[config.mk]
export PLATFORM = sky130hd
export DESIGN_NAME = dual_mode_mod_adder
export DESIGN_NICKNAME = d
export VERILOG_FILES = /design/src/rtl/dmm_pkg.sv /design/src/rtl/dmm_prefix_adder.sv /design/src/rtl/dmm_carry_steer.sv /design/src/rtl/dual_mode_mod_adder.sv
export SDC_FILE = /design/constraint.sdc
export NUM_CORES = 1
export LEC_CHECK = 0
export ABC_AREA = 0
export BUFFER_PORTS_ARGS = -buffer_cell sky130_fd_sc_hd__buf_2
export CORE_MARGIN = 4
export CORE_UTILIZATION = 50
export DETAILED_ROUTE_END_ITERATION = 7
export GPL_ROUTABILITY_DRIVEN = 1
export HOLD_SLACK_MARGIN = 0.12
export PLACE_DENSITY = 0.83
export SLEW_MARGIN = 5
export SYNTH_ARGS = -nofsm -noshare
export SYNTH_HDL_FRONTEND = slang
export SYNTH_SLANG_ARGS = --single-unit
[constraint.sdc]
create_clock -name clk -period 7.2 [get_ports clk]
set_input_delay 1.08 -clock clk [delete_from_list [all_inputs] [get_ports clk]]
set_output_delay 1.08 -clock clk [all_outputs]
set_load 0.01 [all_outputs]
[src/rtl/dmm_pkg.sv]
package dmm_pkg;

    typedef enum logic {
        MODE_CHAN = 1'b0,
        MODE_CONV = 1'b1
    } mode_t;

    typedef struct packed {
        logic g;
        logic p;
    } gp_t;

    // prefix operator: hi group absorbs lo group
    function automatic gp_t gp_dot(input gp_t hi, input gp_t lo);
        gp_t r;
        r.g = hi.g | (hi.p & lo.g);
        r.p = hi.p & lo.p;
        return r;
    endfunction

endpackage

[src/rtl/dmm_prefix_adder.sv]
module dmm_prefix_adder
    import dmm_pkg::*;
#(
    parameter int W = 8
) (
    input  logic [W-1:0] a,
    input  logic [W-1:0] b,
    input  logic         cin,
    output logic [W-1:0] sum,
    output gp_t          grp
);
    localparam int LV = (W > 1) ? $clog2(W) : 1;

    gp_t [LV:0][W-1:0] tr;

    generate
        for (genvar i = 0; i < W; i++) begin : g_leaf
            assign tr[0][i].g = a[i] & b[i];
            assign tr[0][i].p = a[i] ^ b[i];
        end
        for (genvar lv = 0; lv < LV; lv++) begin : g_level
            for (genvar i = 0; i < W; i++) begin : g_node
                if (i >= (1 << lv)) begin : g_op
                    assign tr[lv+1][i] = gp_dot(tr[lv][i], tr[lv][i-(1<<lv)]);
                end else begin : g_pass
                    assign tr[lv+1][i] = tr[lv][i];
                end
            end
        end
    endgenerate

    // extra level absorbing the carry-in
    logic [W:0] cy;
    assign cy[0] = cin;
    generate
        for (genvar i = 0; i < W; i++) begin : g_carry
            assign cy[i+1] = tr[LV][i].g | (tr[LV][i].p & cin);
            assign sum[i]  = tr[0][i].p ^ cy[i];
        end
    endgenerate

    assign grp = tr[LV][W-1];

endmodule

[src/rtl/dmm_carry_steer.sv]
module dmm_carry_steer
    import dmm_pkg::*;
(
    input  mode_t mode,
    input  gp_t   lo_grp,
    input  gp_t   hi_grp,
    input  logic  xa_nz,
    input  logic  xb_nz,
    output logic  cin_lo,
    output logic  cin_hi,
    output logic  hi_nz
);
    logic alpha_lo, alpha_hi, beta_lo, beta_hi;

    always_comb begin
        // channel mode: end-around carry, inverted end-around for diminished-one
        alpha_lo = lo_grp.g | lo_grp.p;
        alpha_hi = xa_nz & xb_nz & ~hi_grp.g;
        // conversion mode: cross-coupled carries with single zero
        beta_lo  = hi_grp.g | (hi_grp.p & (lo_grp.g | lo_grp.p));
        beta_hi  = lo_grp.g | (lo_grp.p & (hi_grp.g | hi_grp.p));
        if (mode == MODE_CONV) begin
            cin_lo = beta_lo;
            cin_hi = beta_hi;
            hi_nz  = 1'b0;
        end else begin
            cin_lo = alpha_lo;
            cin_hi = alpha_hi;
            hi_nz  = (xa_nz | xb_nz) & ~(xa_nz & xb_nz & hi_grp.p);
        end
    end

endmodule

[src/rtl/dual_mode_mod_adder.sv]
module dual_mode_mod_adder
    import dmm_pkg::*;
#(
    parameter int N = 8
) (
    input  logic           clk,
    input  logic           rst,
    input  logic           conv,
    input  logic [N-1:0]   x2,
    input  logic [N-1:0]   y2,
    input  logic [N-1:0]   x3,
    input  logic           x3_nz,
    input  logic [N-1:0]   y3,
    input  logic           y3_nz,
    input  logic [2*N-1:0] s_vec,
    input  logic [2*N-1:0] c_vec,
    output logic [N-1:0]   lo_q,
    output logic [N-1:0]   hi_q,
    output logic           hi_nz_q
);
    localparam int W2 = 2 * N;

    mode_t        mode;
    logic [N-1:0] u, v, h, f;
    logic [N-1:0] lo_sum, hi_sum;
    gp_t          lo_grp, hi_grp;
    logic         cin_lo, cin_hi, hi_nz;

    assign mode = conv ? MODE_CONV : MODE_CHAN;

    always_comb begin
        if (mode == MODE_CONV) begin
            u = s_vec[N-1:0];
            v = c_vec[N-1:0];
            h = s_vec[W2-1:N];
            f = c_vec[W2-1:N];
        end else begin
            u = x2;
            v = y2;
            h = x3;
            f = y3;
        end
    end

    dmm_prefix_adder #(.W(N)) u_lo (
        .a(u), .b(v), .cin(cin_lo), .sum(lo_sum), .grp(lo_grp)
    );

    dmm_prefix_adder #(.W(N)) u_hi (
        .a(h), .b(f), .cin(cin_hi), .sum(hi_sum), .grp(hi_grp)
    );

    dmm_carry_steer u_steer (
        .mode(mode), .lo_grp(lo_grp), .hi_grp(hi_grp),
        .xa_nz(x3_nz), .xb_nz(y3_nz),
        .cin_lo(cin_lo), .cin_hi(cin_hi), .hi_nz(hi_nz)
    );

    always_ff @(posedge clk) begin
        if (rst) begin
            lo_q    <= '0;
            hi_q    <= '0;
            hi_nz_q <= 1'b0;
        end else begin
            lo_q    <= lo_sum;
            hi_q    <= hi_sum;
            hi_nz_q <= hi_nz;
        end
    end

endmodule

==> results.tsv <==
stage	metric	value	unit
outcome	outcome	completed	
global_route	GRT overflow	0	
power_and_ir_drop	Cell Pwr Density	159.9	nW/um^2
clock_tree	H-tree Lvls	1	
floorplanning	Die Ht	67.82	um
timing	Setup-failing EPs final	0	
timing	setup TNS	0	ns
global_route	first-pass GRT wire length	6.403	mm
detailed_routing	TritonRoute pass-1 iters	4	
global_route	initial antenna violation count	0	
synthesis	Post-synth EDFFs	0	
clock_tree	clock buffer depth	2	
final_layout	Fill cells	301	
clock_tree	Num CTS Buffers	3	
timing	Final WS setup	3.354	ns
power_and_ir_drop	Max rail drop VDD	84.42	uV
clock_tree	clk root buf	clkbuf_4	
global_route	vias in the first global route	1546	
placement	gpl congestion	0.8781	
placement	Post-DP Area	2230	um^2
timing	final hold vios	0	
flow_run	Max-Cap Viols	0	
final_layout	nets@finish	370	
setup_path	Critical Path RT	7.38	ns
detailed_routing	DR iter-0 viols	94	
clock_tree	CTS tree	yes	
detailed_routing	vias per std cell	5.311	
synthesis	synthesized area per cell	8.946	um^2
final_layout	area growth from synthesis to layout	26.15	%
synthesis	asr flop ratio synth	0	%
timing	Slew HR	47.75	%
synthesis	Yosys cell types	44	
placement	pre-CTS WS	3.038	ns
synthesis	Mapped Cells	200	
timing	fin crit period	3.846	ns
synthesis	#FFs+latches synth	17	
global_route	GRT Overall Usage	17.67	%
synthesis	Syn Nets	287	
timing	maximum clock rate	260.0	MHz
global_route	largest net degree at the start of global routing	38	
detailed_routing	Detail Route Antenna Nets	0	
floorplanning	initial core utilization	52.79	%
synthesis	post-synthesis cell area	1789	um^2
final_layout	Final Cell Area	2257	um^2
detailed_routing	Residual DRC	0	
synthesis	sequential fraction of the synthesis area	19.02	%
setup_path	critical path start-end classification	in -> reg	
floorplanning	I/O Pins	86	
setup_path	crit path to	hi_q[1]	
timing	hold slack	1.113	ns
power_and_ir_drop	leakage power	1.086	nW
final_layout	Antenna Cells	0	
final_layout	share of cells above drive strength 1	49.29	%
clock_tree	# Post-CTS Setup Buffers	0	
floorplanning	FP Rows	21	
worst_hold_path	worst hold path class	in -> reg	
timing	worst-margin pin slew	0.7838	ns
placement	IO buf count	85	
clock_tree	Worst-path clk slew	0.11	ns
setup_path	worst-path fanout max	37	
clock_tree	CTS resizes	0	
final_layout	fin util	66.59	%
setup_path	crit path capture type	flop	
clock_tree	clk sinks	17	
detailed_routing	Vias	1742	
timing	RSZ-0062 raised after global routing	false	
floorplanning	chip width	67.82	um
setup_path	crit path DAT	4.03	ns
clock_tree	hold buffers post-CTS	0	
timing	Final Cycle Share	53.41	%
floorplanning	core region area	3390	um^2
detailed_routing	routed len/inst	12.25	um
floorplanning	die area	4600	um^2
synthesis	Synth Flop Type	dfxtp_1	
setup_path	Worst Setup SP	conv	
placement	HPWL after DPL	3.310	mm
setup_path	Worst Setup Start Kind	input port	
timing	Final Slew Violations	0	
detailed_routing	post-detailed-routing wire length	4.019	mm
synthesis	count of warnings emitted by yosys	0	
## flip-flops by register name, summed over array words and instances (netlist names)
name / flops
hi_nz_q: 1
lo_q: 8
hi_q: 8
## routing by layer
metal	vias up	global-route usage [%]	share of wire (%)
li1	906	-	-
met1	789	23.52	45
met2	45	30.62	48
met3	2	2.627	6.2
met4	0	2.978	0.32
met5	-	0	0
## placed cells by master (no fill, tap or decap), types with 2 or more instances in the layout
cell type   n
mux2_1      5
nor3_1      5
a31oi_1     2
mux2i_1     3
mux2_4      2
a21o_1      3
mux2_2     30
buf_2      85
o21ai_1     4
fa_1        2
a21oi_1    11
nand3_1     3
nor4_1      2
nand4_1     5
nor2_1     20
inv_1       3
nor2b_1     9
clkbuf_4    3
o211ai_1    4
nand2b_1    4
a211oi_1    3
dfxtp_1    17
ha_1       16
nand2_1    12
a21oi_2     6
o21ai_2     5
o21a_1      2
## layout make-up
type	count	area (um^2)	share of cell area, %
clock buffer	3	22.52	0.9978
clock inverter	1	5.005	0.2217
sequential	17	340.3	15.08
inverter	4	17.52	0.7761
multi-input combinational	172	1389	61.53
tap	46	57.56	2.550
timing repair buffer	85	425.4	18.85
## power breakdown
group	internal (W)	switching, W
logic	0.0000930	0.0000997
registers	0.000111	0.00000368
clock network	0.0000207	0.0000332
## through the flow
step	total power, W	instances
floorplan	0.0002563	200
global placement	0.0003057	324
detailed placement	0.0003094	324
CTS	0.0003638	328
global route	0.0003909	328
finish	0.0003610	328
## synthesized netlist by cell type (all sizes together), types with 2 or more instances
cell    number  share of area (%)
mux2        37                 24
nor2        20                4.2
a21oi       18                6.9
dfxtp       17                 19
ha          16                 11
nand2       12                2.5
nor2b        9                3.1
o21ai        9                3.6
nand4        5                1.7
nor3         5                1.4
clkbuf       4               0.84
inv          4               0.98
nand2b       4                1.4
o211ai       4                1.7
a211oi       3                1.3
a21o         3                1.3
mux2i        3                1.7
nand3        3               0.84
a31oi        2               0.70
buf          2                1.0
fa           2                2.2
nor4         2               0.70
o21a         2               0.84
## kinds of logic (layout without fill, tap and decap cells)
| kind of cell | Yosys count | after routing | synth area share [%] |
|---|---|---|---|
| AND/OR/NAND/NOR | 64 | 64 | 17.41 |
| AO/OA/AOI/OAI | 48 | 48 | 20.42 |
| multiplexers | 40 | 40 | 25.38 |
| adder cells (fa/ha/maj) | 18 | 18 | 13.43 |
| flip-flops | 17 | 17 | 19.02 |
| buffers and inverters | 11 | 93 | 3.357 |
| XOR/XNOR | 2 | 2 | 0.9792 |
## worst min-delay path by stage
| stage | from | to | slack, ns | cells past startpoint |
|---|---|---|---|---|
| 6_report | x3_nz | hi_nz_q | 1.11 | 3 |
| 5_1_grt | x3_nz | hi_nz_q | 1.12 | 3 |
| 4_1_cts | x3_nz | hi_nz_q | 1.11 | 3 |
| 3_5_place_dp | x3_nz | hi_nz_q | 1.44 | 3 |
| 3_3_place_gp | x3_nz | hi_nz_q | 1.44 | 3 |
| 2_1_floorplan | x3_nz | hi_nz_q | 1.25 | 2 |
## critical path, stage by stage
cell and delay [ns]:
buf_2 0.60, mux2_2 0.41, ha_1 0.37, and2_1 0.21, nor2b_1 0.14, a211oi_1 0.28
o22a_4 0.22, inv_4 0.06, fa_1 0.43, xor2_1 0.16, nor2_1 0.05
No activity file was read; power rests on OpenSTA's default activity.
